**src/rtl/phyinit_pkg.sv**
```systemverilog
package phyinit_pkg;

  localparam int WORD_W = 16;
  localparam int KIND_W = 4;
  localparam int ARG_W  = WORD_W - KIND_W;

  localparam logic [KIND_W-1:0] KIND_WAIT  = 4'h0;
  localparam logic [KIND_W-1:0] KIND_BURST = 4'h1;
  localparam logic [KIND_W-1:0] KIND_CTL   = 4'hF;
  localparam logic [ARG_W-1:0]  ARG_FINISH = 12'hFFF;
  localparam logic [ARG_W-1:0]  ARG_GOON   = 12'h000;
  localparam logic [WORD_W-1:0] LIST_STOP  = 16'hFFFF;

  typedef enum logic [2:0] {
    OP_WAIT, OP_BURST, OP_FINISH, OP_GOON, OP_BAD
  } op_t;

  typedef enum logic [3:0] {
    ST_IDLE, ST_MRD, ST_MRD_W, ST_MWR, ST_RRD, ST_RRD_W, ST_DLY, ST_DONE
  } state_t;

  typedef enum logic [2:0] {
    PH_CAP, PH_POLL, PH_PTR, PH_ID, PH_OFS, PH_CMD, PH_REG, PH_DATA
  } phase_t;

  // Port-equivalent module types share the short/long-reach block.
  function automatic logic [WORD_W-1:0] remap_type(input logic [WORD_W-1:0] t);
    case (t)
      16'd5, 16'd7: remap_type = 16'd3;
      16'd6, 16'd8: remap_type = 16'd4;
      default:      remap_type = t;
    endcase
  endfunction

  function automatic logic is_blank(input logic [WORD_W-1:0] w);
    is_blank = (w == '0) || (w == '1);
  endfunction

endpackage

```
**src/rtl/phyinit_word_decode.sv**
```systemverilog
module phyinit_word_decode
  import phyinit_pkg::*;
(
  input  logic [WORD_W-1:0] word,
  output op_t               op,
  output logic [ARG_W-1:0]  arg
);
  logic [KIND_W-1:0] kind;

  assign kind = word[WORD_W-1 -: KIND_W];
  assign arg  = word[ARG_W-1:0];

  always_comb begin
    unique case (kind)
      KIND_WAIT:  op = OP_WAIT;
      KIND_BURST: op = OP_BURST;
      KIND_CTL: begin
        if (arg == ARG_FINISH)    op = OP_FINISH;
        else if (arg == ARG_GOON) op = OP_GOON;
        else                      op = OP_BAD;
      end
      default:    op = OP_BAD;
    endcase
  end
endmodule

```
**src/rtl/phyinit_ms_timer.sv**
```systemverilog
module phyinit_ms_timer #(
  parameter int CLK_HZ = 200_000_000,
  parameter int CNT_W  = 12
) (
  input  logic             clk,
  input  logic             rst_n,
  input  logic             load,
  input  logic [CNT_W-1:0] ms_in,
  output logic             expired
);
  localparam int PRE   = (CLK_HZ / 1000 < 1) ? 1 : CLK_HZ / 1000;
  localparam int PRE_W = $clog2(PRE + 1);

  logic [CNT_W-1:0] ms_left;
  logic [PRE_W-1:0] pre;

  always_ff @(posedge clk or negedge rst_n) begin
    if (!rst_n) begin
      ms_left <= '0;
      pre     <= '0;
    end else if (load) begin
      ms_left <= ms_in;
      pre     <= '0;
    end else if (ms_left != '0) begin
      if (pre == PRE_W'(PRE - 1)) begin
        pre     <= '0;
        ms_left <= ms_left - 1'b1;
      end else begin
        pre <= pre + 1'b1;
      end
    end
  end

  assign expired = (ms_left == '0);

  // prescaler never leaves its range
  p_pre_range_r9: assert property (@(posedge clk) disable iff (!rst_n)
    pre < PRE_W'(PRE));
  // a running count only moves down, one millisecond at a time
  p_ms_step_r9: assert property (@(posedge clk) disable iff (!rst_n)
    !load && ms_left != '0 |=> ms_left == $past(ms_left) || ms_left == $past(ms_left) - 1'b1);
endmodule

```
**src/rtl/phyinit_engine.sv**
```systemverilog
module phyinit_engine
  import phyinit_pkg::*;
#(
  parameter int                 CLK_HZ        = 200_000_000,
  parameter int                 POLL_MAX      = 100,
  parameter int                 ADDR_W        = 16,
  parameter int                 TYPE_W        = 8,
  parameter logic [ADDR_W-1:0]  LIST_PTR_ADDR = 16'h0010,
  parameter logic [ADDR_W-1:0]  PHY_CTRL_REG  = 16'h0000
) (
  input  logic              clk,
  input  logic              rst_n,
  input  logic              start,
  input  logic [TYPE_W-1:0] module_type,
  output logic              done,
  output logic              error,
  output logic              not_supported,
  output logic              rom_req_valid,
  input  logic              rom_req_ready,
  output logic [ADDR_W-1:0] rom_addr,
  input  logic              rom_rsp_valid,
  input  logic [WORD_W-1:0] rom_rsp_data,
  output logic              mgmt_req_valid,
  input  logic              mgmt_req_ready,
  output logic              mgmt_write,
  output logic [ADDR_W-1:0] mgmt_addr,
  output logic [WORD_W-1:0] mgmt_wdata,
  input  logic              mgmt_rsp_valid,
  input  logic [WORD_W-1:0] mgmt_rsp_data
);
  localparam int POLL_W  = $clog2(POLL_MAX + 1);
  localparam int RST_BIT = WORD_W - 1;

  state_t            st;
  phase_t            ph;
  logic [ADDR_W-1:0] rom_a, reg_a;
  logic [ARG_W-1:0]  left;
  logic [WORD_W-1:0] wdata_q, mtype_q;
  logic [POLL_W-1:0] poll_cnt;
  logic              done_q, err_q, ns_q;

  op_t              op;
  logic [ARG_W-1:0] arg;
  logic             tmr_load, tmr_expired;

  phyinit_word_decode u_dec (
    .word (rom_rsp_data),
    .op   (op),
    .arg  (arg)
  );

  assign tmr_load = (st == ST_RRD_W) && rom_rsp_valid && (ph == PH_CMD) && (op == OP_WAIT);

  phyinit_ms_timer #(.CLK_HZ(CLK_HZ), .CNT_W(ARG_W)) u_tmr (
    .clk     (clk),
    .rst_n   (rst_n),
    .load    (tmr_load),
    .ms_in   (arg),
    .expired (tmr_expired)
  );

  assign rom_req_valid  = (st == ST_RRD);
  assign rom_addr       = rom_a;
  assign mgmt_req_valid = (st == ST_MRD) || (st == ST_MWR);
  assign mgmt_write     = (st == ST_MWR);
  assign mgmt_addr      = (ph == PH_CAP || ph == PH_POLL) ? PHY_CTRL_REG : reg_a;
  assign mgmt_wdata     = wdata_q;
  assign done           = done_q;
  assign error          = err_q;
  assign not_supported  = ns_q;

  always_ff @(posedge clk or negedge rst_n) begin
    if (!rst_n) begin
      st       <= ST_IDLE;
      ph       <= PH_CAP;
      rom_a    <= '0;
      reg_a    <= '0;
      left     <= '0;
      wdata_q  <= '0;
      mtype_q  <= '0;
      poll_cnt <= '0;
      done_q   <= 1'b0;
      err_q    <= 1'b0;
      ns_q     <= 1'b0;
    end else begin
      unique case (st)
        ST_IDLE, ST_DONE: begin
          if (start) begin
            mtype_q  <= remap_type(WORD_W'(module_type));
            done_q   <= 1'b0;
            err_q    <= 1'b0;
            ns_q     <= 1'b0;
            poll_cnt <= '0;
            ph       <= PH_CAP;
            st       <= ST_MRD;
          end
        end
        ST_MRD: if (mgmt_req_ready) st <= ST_MRD_W;
        ST_MRD_W: begin
          if (mgmt_rsp_valid) begin
            if (ph == PH_CAP) begin
              wdata_q <= mgmt_rsp_data | (WORD_W'(1) << RST_BIT);
              st      <= ST_MWR;
            end else if (!mgmt_rsp_data[RST_BIT]) begin
              rom_a <= LIST_PTR_ADDR;
              ph    <= PH_PTR;
              st    <= ST_RRD;
            end else if (poll_cnt == POLL_W'(POLL_MAX - 1)) begin
              err_q  <= 1'b1;
              done_q <= 1'b1;
              st     <= ST_DONE;
            end else begin
              poll_cnt <= poll_cnt + 1'b1;
              st       <= ST_MRD;
            end
          end
        end
        ST_MWR: begin
          if (mgmt_req_ready) begin
            if (ph == PH_CAP) begin
              ph <= PH_POLL;
              st <= ST_MRD;
            end else begin
              reg_a <= reg_a + 1'b1;
              ph    <= (left == '0) ? PH_CMD : PH_DATA;
              st    <= ST_RRD;
            end
          end
        end
        ST_RRD: if (rom_req_ready) st <= ST_RRD_W;
        ST_RRD_W: begin
          if (rom_rsp_valid) begin
            st <= ST_RRD;
            unique case (ph)
              PH_PTR: begin
                if (is_blank(rom_rsp_data)) begin
                  err_q <= 1'b1; done_q <= 1'b1; st <= ST_DONE;
                end else begin
                  rom_a <= ADDR_W'(rom_rsp_data) + 1'b1;
                  ph    <= PH_ID;
                end
              end
              PH_ID: begin
                if (rom_rsp_data == LIST_STOP) begin
                  ns_q <= 1'b1; done_q <= 1'b1; st <= ST_DONE;
                end else if (rom_rsp_data == mtype_q) begin
                  rom_a <= rom_a + 1'b1;
                  ph    <= PH_OFS;
                end else begin
                  rom_a <= rom_a + ADDR_W'(2);
                end
              end
              PH_OFS: begin
                if (is_blank(rom_rsp_data)) begin
                  ns_q <= 1'b1; done_q <= 1'b1; st <= ST_DONE;
                end else begin
                  rom_a <= ADDR_W'(rom_rsp_data) + 1'b1;
                  ph    <= PH_CMD;
                end
              end
              PH_CMD: begin
                rom_a <= rom_a + 1'b1;
                unique case (op)
                  OP_WAIT:   st <= ST_DLY;
                  OP_BURST: begin left <= arg; ph <= PH_REG; end
                  OP_GOON:   ph <= PH_CMD;
                  OP_FINISH: begin done_q <= 1'b1; st <= ST_DONE; end
                  default:   begin err_q <= 1'b1; done_q <= 1'b1; st <= ST_DONE; end
                endcase
              end
              PH_REG: begin
                reg_a <= ADDR_W'(rom_rsp_data);
                rom_a <= rom_a + 1'b1;
                ph    <= (left == '0) ? PH_CMD : PH_DATA;
              end
              PH_DATA: begin
                wdata_q <= rom_rsp_data;
                left    <= left - 1'b1;
                rom_a   <= rom_a + 1'b1;
                st      <= ST_MWR;
              end
              default: begin err_q <= 1'b1; done_q <= 1'b1; st <= ST_DONE; end
            endcase
          end
        end
        ST_DLY: begin
          if (tmr_expired) begin
            ph <= PH_CMD;
            st <= ST_RRD;
          end
        end
        default: st <= ST_IDLE;
      endcase
    end
  end

  // ROM request held until accepted
  p_rom_hold_r13: assert property (@(posedge clk) disable iff (!rst_n)
    rom_req_valid && !rom_req_ready |=> rom_req_valid && $stable(rom_addr));
  // management request held until accepted
  p_mgmt_hold_r13: assert property (@(posedge clk) disable iff (!rst_n)
    mgmt_req_valid && !mgmt_req_ready |=> mgmt_req_valid && $stable(mgmt_addr)
      && $stable(mgmt_write) && $stable(mgmt_wdata));
  // one outstanding request at a time
  p_one_req_r13: assert property (@(posedge clk) disable iff (!rst_n)
    $onehot0({rom_req_valid, mgmt_req_valid}));
  // the reset write carries the reset bit
  p_rst_wr_r2: assert property (@(posedge clk) disable iff (!rst_n)
    mgmt_req_valid && mgmt_write && ph == PH_CAP |-> mgmt_wdata[RST_BIT] && mgmt_addr == PHY_CTRL_REG);
  // poll count stays within its bound
  p_poll_bound_r3: assert property (@(posedge clk) disable iff (!rst_n)
    poll_cnt < POLL_W'(POLL_MAX));
  // the two fault flags never coexist
  p_flags_excl_r11: assert property (@(posedge clk) disable iff (!rst_n)
    !(error && not_supported));
  // a finished block is quiet on both ports
  p_quiet_done_r12: assert property (@(posedge clk) disable iff (!rst_n)
    done |-> !rom_req_valid && !mgmt_req_valid);
  // an accepted start clears the outcome
  p_start_clear_r12: assert property (@(posedge clk) disable iff (!rst_n)
    start && (st == ST_IDLE || st == ST_DONE) |=> !done && !error && !not_supported);
  // no port activity while waiting
  p_wait_quiet_r9: assert property (@(posedge clk) disable iff (!rst_n)
    st == ST_DLY |-> !rom_req_valid && !mgmt_req_valid);
endmodule

```
**config.mk**
```make
export PLATFORM = sky130hd
export DESIGN_NAME = phyinit_engine
export DESIGN_NICKNAME = d
export VERILOG_FILES = /design/src/rtl/phyinit_pkg.sv /design/src/rtl/phyinit_word_decode.sv /design/src/rtl/phyinit_ms_timer.sv /design/src/rtl/phyinit_engine.sv
export SDC_FILE = /design/constraint.sdc
export NUM_CORES = 1
export LEC_CHECK = 0
export BUFFER_PORTS_ARGS = -buffer_cell sky130_fd_sc_hd__buf_2
export CORE_UTILIZATION = 54
export DETAILED_ROUTE_END_ITERATION = 12
export PLACE_DENSITY_LB_ADDON = 0.25
export SYNTH_ARGS = -nofsm -noshare
export SYNTH_HDL_FRONTEND = slang
export SYNTH_SLANG_ARGS = --single-unit
```
**constraint.sdc**
```tcl
create_clock -name clk -period 2.2 [get_ports clk]
set_input_delay 0.44 -clock clk [delete_from_list [all_inputs] [get_ports clk]]
set_output_delay 0.44 -clock clk [all_outputs]
set_load 0.02 [all_outputs]
```
== Word-level counts from Yosys, hierarchy flattened ==
Cells that the tools add are included.

* Bits in registers: 123
* Bits of input ports: 47
* Output and inout bits: 54
* Word-level logic and storage cells: 217

* Add/sub/neg operators: 8
* Equal/unequal tests: 62
* Multiplexer cells: 88
* Reductions and logical operators: 46

{| class="wikitable"
|+ Operators by type and width
! operator !! count
|-
| 16-bit 2-to-1 mux || 16
|-
| 16-bit case mux with 2 select lines || 3
|-
| 18-bit 2-to-1 mux || 3
|-
| 3-bit 2-to-1 mux || 18
|-
| 16-bit by 1-bit adder with 16-bit output, second input constant || 3
|-
| 12-bit 2-to-1 mux || 4
|-
| 16-bit case mux with 3 select lines || 1
|-
| 3-bit case mux with 5 select lines || 3
|-
| 12-bit zero test || 3
|-
| 7-bit 2-to-1 mux || 5
|-
| 2-bit != test, second input constant || 15
|-
| 3-bit != test, second input constant || 10
|-
| 4-bit 2-to-1 mux || 7
|-
| 4-bit case mux with 7 select lines || 1
|-
| 8-bit by 3-bit == test with 1-bit output, second input constant || 3
|-
| 12-bit case mux with 2 select lines || 1
|-
| 12-bit by 1-bit subtractor with 12-bit output, second input constant || 2
|-
| 18-bit by 1-bit adder with 18-bit output, second input constant || 1
|-
| 18-bit == test, second input constant || 1
|-
| 16-bit by 2-bit adder with 16-bit output, second input constant || 1
|-
| 16-bit == test || 1
|-
| 16-bit == test, second input constant || 1
|-
| 4-bit by 3-bit == test with 1-bit output, second input constant || 4
|-
| 16-bit zero test || 1
|-
| other kinds (46) || 96
|}

== Longest topological paths before layout ==
Gate-level depths: netlist of run 1.

* Depth after elaboration: 10
* Gate-level depth with buffers: 10
* Gate-level depth less buffers: 8

== Cells and area by module ==
Synthesis of run 1 repeated with hierarchy kept, for this count alone.

* Cell total of the unflattened synthesis: 1057
* Area total of the unflattened synthesis: 8475.6 um2

{| class="wikitable"
|+ Modules (own cells, without submodules)
! module !! instances !! cells an instance !! area an instance (um2) !! seq. area each (um2)
|-
| phyinit_engine || 1 || 817 || 6443.7 || 2102.0
|-
| phyinit_ms_timer || 1 || 213 || 1853.0 || 750.7
|-
| phyinit_word_decode || 1 || 27 || 178.9 || 0.0
|}

== Worst setup path after synthesis of run 1 ==
No wires, ideal clock.

* Path kind: input to register
* From: in rom_rsp_data[12]
* To: reg rom_a[5] (netlist: rom_addr[5])
* Library setup time: 0.128 ns
* Arrival: 2.252 ns
* Data required time: 2.072 ns
* Setup slack: -0.180 ns
* Cell stages on the path: 7
* Buffers on the path: 1
* Cell sequence: buf_2 -> nor4_4 -> nand3_1 -> nor4_4 -> mux2_1 -> a221oi_1 -> o2bb2ai_1

* Cells in the longest elaborated chain, start to end: 6
* Elaborated cells on any way between the ends: 12
* Those cells by class: 4 x eq/ne; 5 x mux; 3 x reduce/logical

{| class="wikitable"
|+ Ends and longest elaborated chain
! item !! RTL line !! source
|-
| start, declared || phyinit_engine.sv:22 || <nowiki>input logic [WORD_W-1:0] rom_rsp_data,</nowiki>
|-
| 16-bit == test || phyinit_engine.sv:146 || <nowiki>end else if (rom_rsp_data == mtype_q) begin</nowiki>
|-
| 16-bit 2-to-1 mux || phyinit_engine.sv:146 ||
|-
| 16-bit 2-to-1 mux || phyinit_engine.sv:144 || <nowiki>if (rom_rsp_data == LIST_STOP) begin</nowiki>
|-
| 16-bit case mux with 3 select lines || phyinit_engine.sv:134 || <nowiki>unique case (ph)</nowiki>
|-
| 16-bit 2-to-1 mux || phyinit_engine.sv:132 || <nowiki>if (rom_rsp_valid) begin</nowiki>
|-
| 16-bit case mux with 2 select lines || phyinit_engine.sv:86 || <nowiki>unique case (st)</nowiki>
|-
| end signal, assigned || phyinit_engine.sv:139 || <nowiki>rom_a <= ADDR_W'(rom_rsp_data) + 1'b1;</nowiki>
|-
| end signal, assigned || phyinit_engine.sv:147 || <nowiki>rom_a <= rom_a + 1'b1;</nowiki>
|-
| end signal, assigned || phyinit_engine.sv:150 || <nowiki>rom_a <= rom_a + ADDR_W'(2);</nowiki>
|-
| end, declared || phyinit_engine.sv:36 || <nowiki>logic [ADDR_W-1:0] rom_a, reg_a;</nowiki>
|}

Parallel ways exist; a longest one is shown, timed or not. The select of a mux whose other input is x is not followed.
A chain may end at the register's enable or synchronous reset.

== Worst setup path in the final report of run 1 ==
* From: reg ph[1]
* To: reg rom_a[8] (netlist: rom_addr[8])

* Cells in the longest elaborated chain, start to end: 5
* Elaborated cells on any way between the ends: 17
* Those cells by class: 10 x eq/ne; 3 x mux; 4 x reduce/logical

{| class="wikitable"
|+ Ends and longest elaborated chain
! item !! RTL line !! source
|-
| start, declared || phyinit_engine.sv:35 || <nowiki>phase_t ph;</nowiki>
|-
| start signal, assigned || phyinit_engine.sv:125 || <nowiki>ph <= (left == '0) ? PH_CMD : PH_DATA;</nowiki>
|-
| start signal, assigned || phyinit_engine.sv:174 || <nowiki>ph <= (left == '0) ? PH_CMD : PH_DATA;</nowiki>
|-
| 3-bit == test or 3-bit by 2-bit == test with 1-bit output (tied branches) || phyinit_engine.sv:134 ||
|-
| 3-bit OR reduction (no source line) or 2-bit OR reduction (tied branches) || - ||
|-
| 16-bit case mux with 3 select lines || phyinit_engine.sv:134 ||
|-
| 16-bit 2-to-1 mux || phyinit_engine.sv:132 ||
|-
| 16-bit case mux with 2 select lines || phyinit_engine.sv:86 ||
|}

Parallel ways exist; a longest one is shown, timed or not. The select of a mux whose other input is x is not followed.

==> results of run 1 <==
critical path, cell delays in order, from the launching register on:
cell      delay [ns]
dfrtp_2         0.42
buf_4           0.21
o31a_1          0.21
nand2_1         0.16
a22oi_1         0.28
buf_4           0.22
nand2_1         0.12
a2111o_1        0.41
cell usage after synthesis, drive strengths merged, types with 20 or more instances:
master / number
dfrtp: 114
nand2: 113
nor2: 94
o21ai: 92
a21oi: 76
clkbuf: 35
nand3: 35
nor3: 32
xnor2: 32
inv: 29
buf: 28
nand4: 26
a31oi: 20
layout make-up:
| cell class | count | share of cell area |
|---|---|---|
| Inverter | 29 | 0.0103 |
| Timing Repair Buffer | 253 | 0.162 |
| Clock inverter | 11 | 0.0166 |
| Sequential cell | 114 | 0.271 |
| Clock buffer | 21 | 0.0447 |
| Multi-Input combinational cell | 787 | 0.473 |
| Antenna cell | 1 | 0.000238 |
| Tap cell | 184 | 0.0219 |
flip-flops by register name (all words and copies together), names as in the netlist:
name / count
poll_cnt: 7
rom_addr: 16
u_tmr.ms_left: 12
mgmt_wdata: 16
ph: 3
not_supported: 1
left: 12
u_tmr.pre: 18
st: 3
error: 1
reg_a: 16
done: 1
mtype_q: 8
kinds of logic after synthesis:
logic type / synth area share
multiplexers: 0.0268
AO/OA/AOI/OAI: 0.233
adder cells (fa/ha/maj): 0.0140
AND/OR/NAND/NOR: 0.270
buffers and inverters: 0.0486
XOR/XNOR: 0.0543
flip-flops: 0.354
power by group:
group	switching, W	internal [W]	leakage, nW
logic	0.00385	0.00247	2.87
registers	0.000723	0.00281	1.42
clock network	0.00106	0.00199	0.310
how the worst max path moves through the flow:
stage,to,slack (ns),cells after the start
6_report,rom_addr[8],0.04,7
4_1_cts,mgmt_addr[12],0.008,5
3_3_place_gp,rom_addr[8],-0.17,8
3_5_place_dp,rom_addr[8],-0.23,8
5_1_grt,u_tmr.pre[8],-0.03,10
2_1_floorplan,rom_addr[5],-0.02,7
routing by layer:
layer	routed length (µm)	part of all wire
met3	2230	0.081
met5	0	0
met1	11500	0.42
met4	1120	0.041
met2	12700	0.46
through the flow:
| step | hold WS (ns) | power [W] | std cells | util | setup TNS [ns] |
|---|---|---|---|---|---|
| finish | 0.238 | 0.0129 | 1400 | 0.725 | 0 |
| global route | 0.226 | 0.0136 | 1399 | 0.725 | -0.0698 |
| CTS | 0.221 | 0.0126 | 1390 | 0.712 | 0 |
| detailed placement | 0.267 | 0.00953 | 1357 | 0.666 | -2.59 |
| global placement | 0.268 | 0.00944 | 1357 | 0.666 | -1.61 |
| floorplan | 0.144 | 0.00721 | 993 | - | -0.0208 |
timing repair:
item,in CTS,in global routing
resized for setup,1,29
endpoints found under the setup margin,3,52
buffers inserted,0,8
gates cloned,0,1
hold buffers,1,0
pin swaps,0,10
endpoints found under the hold margin,4,0
==> flow_metrics.py, run 1 <==
metrics = {
    "setup_path": {
        "rrSetupSlack_ns": 0.04,
        "reg2reg_depth": 7,
        "critPathArrivalTime_ns": 2.47,
        "r2r_start": "ph[1]",
        "cp-startpoint": "ph[1]",
        "cp_max_fo": 8,
        "r2r_end": "rom_addr[8]",
        "crit_type": "reg2reg",
        "startpoint_type": "register",
        "required_ns": 2.51,
        "cp-end-kind": "register",
    },
    "final_layout": {
        "final_area_um2": 10500,
        "multiInputGateArea_um2": 4980,
        "nets": 1258,
        "mostFrequentLayoutCells": "buf_4 (146), nand2_1 (113), dfrtp_1 (113), buf_2 (99), nor2_1 (91)",
        "drive_above_1_share": 0.277,
        "area_growth_pct": 30.6,
        "fillers": 1099,
        "final_common_cell": "buf_4",
        "layout.area.seq_um2": 2850,
    },
    "synth": {
        "synth-warning-count": 0,
        "async_flop_share": 1.00,
        "yosysTopAreaCell": "dfrtp_1",
        "synth_cell_types": 84,
        "synth_edf_count": 0,
        "synth.avg_cell_area_um2": 8.12,
        "ys_seq_area_frac": 0.354,
        "yosysTopAreaCellShare": 0.354,
        "synth_area_um2": 8060,
        "synth_area_leaders": "dfrtp_1 (35%), nand2_1 (5.3%), o21ai_0 (5.0%)",
        "ys_ff_latch": 114,
        "ys.flop_type": "dfrtp_1",
        "syn_nets": 1049,
        "syn_inst": 993,
    },
    "power_and_ir_drop": {
        "vdd_drop_max_uv": 890,
        "power.leakage_nw": 4.59,
        "cellPowerDensity_nw_per_um2": 1230,
    },
    "floorplanning": {
        "die_area_um2": 15400,
        "num_io_pins": 101,
        "rows": 44,
        "fp.dieH_um": 124,
        "core_area_um2": 14500,
        "die_w_um": 124,
        "start_util": 0.555,
    },
    "route": {
        "viasPerCell": 6.37,
        "vias": 8917,
        "remaining_drc_errors": 0,
        "routed_wl_um": 27500,
        "drt_iter0_drc": 1048,
        "drt.antenna.violating_nets": 0,
        "wl_per_cell_um": 19.6,
        "drt_first_pass_iters": 6,
    },
    "global_route": {
        "use_met2": 0.534,
        "gr-total-overflow": 0,
        "use_met1": 0.468,
        "grt_first_pass_wirelength_um": 42900,
        "antenna_found_initial": 1,
        "track_usage": 0.352,
        "grtUsageMet3": 0.0810,
        "grt_pass1_vias": 8102,
        "grt_max_degree": 45,
        "top_usage_layer": "met2",
    },
    "outcome": {
        "status": "completed",
    },
    "hold_path": {
        "hold_path_class": "in2reg",
        "hp-start": "module_type[4]",
        "min_path_cells": 3,
        "min_to": "mtype_q[4]",
    },
    "sta": {
        "min_period_ns": 2.16,
        "slew_headroom": 0.591,
        "drv_slew": 0,
        "min_period_over_period": 0.981,
        "worstMarginPinSlew_ns": 0.608,
        "finalHoldViolCount": 0,
        "setup_slack_ns": 0.0426,
        "finClkSkew_ns": 0.0112,
        "fmax_ghz": 0.464,
        "finalSetupViolCount": 0,
        "grt_setup_unrepaired": "true",
    },
    "place": {
        "routabilityCongestion": 0.964,
        "io_buffers": 100,
        "placed_area_um2": 9690,
        "dp_slack_ns": -0.233,
        "place_hpwl_um": 19900,
    },
    "clocking": {
        "numCtsBuffers": 17,
        "cts.reportedPaths.clkPinSlew_ns": 0.06,
        "root_buffer": "clkbuf_16",
        "clk_path_buf_depth": 2,
        "cts_sinks": 114,
        "cts_tree": "done",
        "ctsHtreeMaxLevel": 4,
        "clkLatencyLatePin_ns": 0.43,
    },
    "job": {
        "max_cap_viol_count": 0,
    },
}
No activity file was read; power rests on OpenSTA's default activity.
==> run 2, diff against run 1 <==
--- a/config.mk
+++ b/config.mk
@@ -8,6 +8,7 @@
 export BUFFER_PORTS_ARGS = -buffer_cell sky130_fd_sc_hd__buf_2
 export CORE_UTILIZATION = 54
 export DETAILED_ROUTE_END_ITERATION = 12
+export HOLD_SLACK_MARGIN = 0.08
 export PLACE_DENSITY_LB_ADDON = 0.25
 export SYNTH_ARGS = -nofsm -noshare
 export SYNTH_HDL_FRONTEND = slang
==> constraint.sdc (replaced) <==
create_clock -name clk -period 2.2 [get_ports clk]
set_input_delay 0.11 -clock clk [delete_from_list [all_inputs] [get_ports clk]]
set_output_delay 0.11 -clock clk [all_outputs]
set_load 0.02 [all_outputs]
==> flow_metrics.py, run 2 (synthesis gave the netlist of run 1 again) <==
metrics = {
    "route": {
        "wl_per_cell_um": 20.3,
        "drt_iter0_drc": 931,
        "vias": 9032,
        "drt.antenna.violating_nets": 0,
        "viasPerCell": 6.42,
        "drt_first_pass_iters": 6,
        "remaining_drc_errors": 0,
        "routed_wl_um": 28600,
    },
    "global_route": {
        "grt_pass1_vias": 8297,
        "grt_max_degree": 64,
        "use_met2": 0.583,
        "track_usage": 0.363,
        "antenna_found_initial": 0,
        "grt_first_pass_wirelength_um": 44200,
        "gr-total-overflow": 0,
        "use_met1": 0.468,
        "grtUsageMet3": 0.0651,
        "top_usage_layer": "met2",
    },
    "power_and_ir_drop": {
        "p_comb_frac": 0.502,
        "power_w": 0.0129,
        "switching_share": 0.446,
        "p_seq_frac": 0.274,
        "vdd_drop_max_uv": 864,
        "switchingPower_w": 0.00577,
        "p_int_w": 0.00718,
        "cellPowerDensity_nw_per_um2": 1210,
        "power.leakage_nw": 4.64,
        "power_frac_clock": 0.224,
    },
    "outcome": {
        "violations": "setup timing",
        "status": "finished with violations",
    },
    "final_layout": {
        "final_common_cell": "buf_4",
        "post-route-util": 0.734,
        "layoutNonFillerInstCount": 1406,
        "nets": 1265,
        "largest_reg_flops": 18,
        "final_area_um2": 10700,
        "drive_above_1_share": 0.268,
        "regMostFlops": "u_tmr.pre",
        "n_antenna_cell": 0,
        "area_growth_pct": 32.3,
        "fillers": 1101,
        "mostFrequentLayoutCells": "buf_4 (129), nand2_1 (113), dfrtp_1 (112), buf_2 (97), nor2_1 (92)",
    },
    "floorplanning": {
        "core_area_um2": 14500,
        "die_area_um2": 15400,
        "die_w_um": 124,
        "num_io_pins": 101,
        "start_util": 0.555,
        "rows": 44,
        "fp.dieH_um": 124,
    },
    "sta": {
        "min_period_ns": 2.30,
        "worstMarginPinSlew_ns": 0.757,
        "whs_ns": 0.116,
        "drv_slew": 0,
        "finalHoldViolCount": 0,
        "setup_slack_ns": -0.104,
        "finClkSkew_ns": 0.00781,
        "grt_setup_unrepaired": "true",
        "min_period_over_period": 1.05,
        "finalSetupViolCount": 4,
        "fmax_ghz": 0.434,
        "slew_headroom": 0.493,
    },
    "setup_path": {
        "required_ns": 2.51,
        "startpoint_type": "register",
        "cp-end-kind": "register",
        "critPathArrivalTime_ns": 2.61,
        "crit_buf_inv": 3,
        "crit_type": "reg2reg",
        "cp_max_fo": 5,
        "cp_cell_sequence": "inv_2 -> ha_4 -> nor4b_4 -> buf_4 -> nand4b_1 -> o211ai_1 -> buf_4 -> nor3_1 -> xnor2_1 -> nor2_1",
        "crit_path_frequent_cell": "buf_4",
        "max_stage_delay_ns": 0.40,
        "slowest_stage": "dfrtp_1",
        "crit_family": "simple AND/OR/NAND/NOR gates",
    },
    "hold_path": {
        "hold_path_class": "in2reg",
    },
    "clocking": {
        "clkLatencyLatePin_ns": 0.42,
        "root_buffer": "clkbuf_16",
        "ctsHtreeMaxLevel": 4,
        "cts.reportedPaths.clkPinSlew_ns": 0.06,
        "cts_tree": "done",
        "numCtsBuffers": 17,
        "clk_path_buf_depth": 2,
        "cts_sinks": 114,
    },
    "place": {
        "place_hpwl_um": 19400,
        "io_buffers": 100,
        "routabilityCongestion": 1.01,
        "dp.cells": 1336,
        "placed_area_um2": 9460,
    },
    "job": {
        "max_cap_viol_count": 0,
    },
}
## run 2: cell types whose count changed in the layout (fill, tap and decap cells not counted), moves of 3 or more
cell           previous run  this run
buf_12                    4         1
buf_4                   146       129
buf_6                     2         6
clkbuf_8                  3         0
dlygate4sd3_1             1        26
nor4_1                   11         8
## run 2: timing repair
item,in CTS,in global routing
endpoints found under the hold margin,139,0
resized for setup,8,52
cloned,0,1
setup endpoints to repair,28,73
hold buffers,26,0
pin swaps,4,20
buffers inserted,3,8
## run 2: final cells by class
| type | instances | area [µm²] | area share |
|---|---|---|---|
| inverter | 29 | 109 | 0.0102 |
| tap | 184 | 230 | 0.0216 |
| clock buffer | 18 | 429 | 0.0402 |
| sequential | 114 | 2860 | 0.268 |
| clock inverter | 14 | 179 | 0.0168 |
| timing repair buffer | 260 | 1810 | 0.170 |
| multi-input combinational | 787 | 5060 | 0.474 |
## run 2: metrics by stage
| step | worst slack (ns) | setup TNS (ns) |
|---|---|---|
| global route | -0.264 | -1.97 |
| detailed placement | -0.202 | -2.99 |
| global placement | -0.178 | -0.689 |
| finish | -0.104 | -0.256 |
| floorplan | 0.0112 | 0 |
| CTS | -0.0268 | -0.0268 |
## run 2: power by group through the flow
stage,Clock [W],Sequential (W),Combinational (W)
3_3_place_gp,0,0.00350,0.00592
2_1_floorplan,0,0.00369,0.00351
4_1_cts,0.00290,0.00350,0.00615
6_report,0.00290,0.00355,0.00650
3_5_place_dp,0,0.00353,0.00599
5_1_grt,0.00299,0.00364,0.00699
## run 2: path summary, 6_finish.rpt
check / startpoint / end / slack (ns) / cells past startpoint
min in group asynchronous: rst_n / left[4] / 0.13 / 2
worst min-delay path: rom_rsp_data[0] / u_tmr.ms_left[0] / 0.12 / 4
worst max register to register: u_tmr.ms_left[1] / u_tmr.pre[16] / -0.10 / 10
worst min register to register: mgmt_wdata[14] / mgmt_wdata[14] / 0.48 / 2
worst max-delay path: u_tmr.ms_left[1] / u_tmr.pre[16] / -0.10 / 10
max in group asynchronous: rst_n / st[1] / 1.32 / 3
## run 2: tightest hold or removal path, stage by stage
cell and delay (ns):
buf_2 0.12, buf_4 0.15, nand2_1 0.05, o21ai_0 0.07
## run 2: routing by layer
metal  vias up  part of all wire
li1       4105                 -
met5         -                 0
met2       519              0.48
met1      4296              0.39
met4         0             0.044
met3       112             0.083
==> run 3, diff against run 2 <==
--- a/config.mk
+++ b/config.mk
@@ -6,7 +6,7 @@
 export NUM_CORES = 1
 export LEC_CHECK = 0
 export BUFFER_PORTS_ARGS = -buffer_cell sky130_fd_sc_hd__buf_2
-export CORE_UTILIZATION = 54
+export CORE_UTILIZATION = 30
 export DETAILED_ROUTE_END_ITERATION = 12
 export HOLD_SLACK_MARGIN = 0.08
 export PLACE_DENSITY_LB_ADDON = 0.25
==> constraint.sdc (replaced) <==
create_clock -name clk -period 2.2 [get_ports clk]
set_input_delay 0.33 -clock clk [delete_from_list [all_inputs] [get_ports clk]]
set_output_delay 0.33 -clock clk [all_outputs]
set_load 0.02 [all_outputs]
==> flow_metrics.py, run 3 (synthesis gave the netlist of run 1 again) <==
metrics = {
    "clocking": {
        "cts.reportedPaths.clkPinSlew_ns": 0.07,
        "numCtsBuffers": 17,
        "cts_sinks": 114,
        "root_buffer": "clkbuf_16",
        "clkLatencyLatePin_ns": 0.43,
        "cts_tree": "done",
        "ctsHtreeMaxLevel": 4,
        "clk_path_buf_depth": 2,
    },
    "sta": {
        "whs_ns": 0.104,
        "finalHoldViolCount": 0,
        "finalSetupViolCount": 0,
        "finClkSkew_ns": 0.0109,
        "finalSetupTns_ns": 0,
        "drv_slew": 0,
        "setup_slack_ns": 0.0502,
        "fmax_ghz": 0.465,
        "grt_setup_unrepaired": "true",
        "slew_headroom": 0.615,
        "min_period_ns": 2.15,
        "min_period_over_period": 0.977,
        "worstMarginPinSlew_ns": 0.573,
    },
    "route": {
        "drt_first_pass_iters": 9,
        "vias": 8529,
        "viasPerCell": 5.43,
        "drt.antenna.violating_nets": 0,
        "drt_iter0_drc": 629,
        "routed_wl_um": 29200,
        "remaining_drc_errors": 4,
        "wl_per_cell_um": 18.6,
    },
    "global_route": {
        "grt_max_degree": 53,
        "track_usage": 0.214,
        "grt_first_pass_wirelength_um": 46300,
        "grt_pass1_vias": 8217,
        "antenna_found_initial": 0,
        "gr-total-overflow": 0,
    },
    "setup_path": {
        "startpoint_type": "register",
        "required_ns": 2.52,
        "rrSetupSlack_ns": 0.05,
        "cp-end-kind": "register",
        "r2r_start": "u_tmr.ms_left[1]",
        "critPathArrivalTime_ns": 2.47,
        "crit_type": "reg2reg",
        "cp_max_fo": 4,
        "reg2reg_depth": 11,
        "r2r_end": "u_tmr.pre[16]",
    },
    "final_layout": {
        "nets": 1280,
        "n_antenna_cell": 0,
        "drive_above_1_share": 0.286,
        "largest_reg_flops": 18,
        "final_common_cell": "buf_4",
        "regMostFlops": "u_tmr.pre",
        "area_growth_pct": 34.5,
        "mostFrequentLayoutCells": "buf_4 (165), nand2_1 (113), dfrtp_1 (112), buf_2 (100), nor2_1 (93)",
    },
    "outcome": {
        "status": "finished with violations",
        "violations": "DRC",
    },
    "floorplanning": {
        "core_area_um2": 26200,
        "die_area_um2": 27500,
        "fp.dieH_um": 166,
        "num_io_pins": 101,
        "rows": 59,
        "start_util": 0.308,
        "die_w_um": 166,
    },
    "power_and_ir_drop": {
        "vdd_drop_max_uv": 659,
        "power.leakage_nw": 4.70,
        "cellPowerDensity_nw_per_um2": 1180,
        "power_w": 0.0128,
    },
    "place": {
        "io_buffers": 100,
        "routabilityCongestion": 0.920,
        "dp_slack_ns": -0.200,
        "place_hpwl_um": 22200,
    },
    "hold_path": {
        "min_path_cells": 3,
        "hp-start": "module_type[4]",
        "min_to": "mtype_q[4]",
        "hold_path_class": "in2reg",
    },
    "job": {
        "max_cap_viol_count": 0,
    },
}
## run 3: cell types whose count changed in the layout (fill, tap and decap cells not counted), sizes merged
cell and delta:
clkbuf -2, bufinv -2, inv +8, buf +41
clkinv -5, dlygate4sd3 -25
## run 3: metrics by stage
| step | area [µm²] | std cells | utilization |
|---|---|---|---|
| finish | 10800 | 1572 | 0.414 |
| global route | 10800 | 1572 | 0.414 |
| CTS | 10600 | 1559 | 0.406 |
| detailed placement | 10000 | 1524 | 0.382 |
| global placement | 10000 | 1524 | 0.382 |
| floorplan | 8090 | 993 | - |
## run 3: worst max-delay path by stage
stage | depth (start not counted) | endpoint | startpoint
after floorplan | 9 | ph[2] | u_tmr.ms_left[0]
after global placement | 8 | rom_addr[14] | rom_rsp_data[12]
after detailed placement | 8 | rom_addr[14] | rom_rsp_data[12]
after CTS | 8 | ph[2] | u_tmr.ms_left[1]
after global routing | 11 | u_tmr.pre[16] | u_tmr.ms_left[1]
final | 11 | u_tmr.pre[16] | u_tmr.ms_left[1]
## run 3: cell type report
cell class / instances / area [µm²]
multi-input cells: 787 / 4980
clock inverters: 15 / 159
repair buffers: 275 / 1900
clock buffers: 17 / 425
well taps: 335 / 419
inverters: 29 / 109
fillers: 2635 / 15400
flip-flops and latches: 114 / 2860
## run 3: where the power goes
group	internal [W]	switching, W	leakage [nW]
Combinational	0.00258	0.00390	3.01
Sequential	0.00281	0.000705	1.41
Clock	0.00161	0.00121	0.280
## run 3: layer usage
metal	up-vias	wire, µm	track usage
li1	4126	-	-
met1	4094	13400	0.289
met2	271	13700	0.347
met3	38	1710	0.0441
met4	0	427	0.0557
met5	-	0	0
## run 3: repair_timing
action / in CTS / in global routing
gates cloned: 0 / 1
setup endpoints to repair: 10 / 59
buffers inserted: 2 / 12
resized for setup: 5 / 25
endpoints found under the hold margin: 28 / 0
hold buffers: 1 / 0
pin swaps: 3 / 12
## run 3: critical path: stages, from the launching register on
cell	delay (ns)
dfrtp_1	0.39
inv_2	0.09
ha_4	0.14
nor4b_4	0.20
buf_4	0.16
nand4b_1	0.26
o211ai_1	0.28
buf_4	0.16
buf_4	0.10
nor3_1	0.05
xnor2_1	0.17
nor2_1	0.05
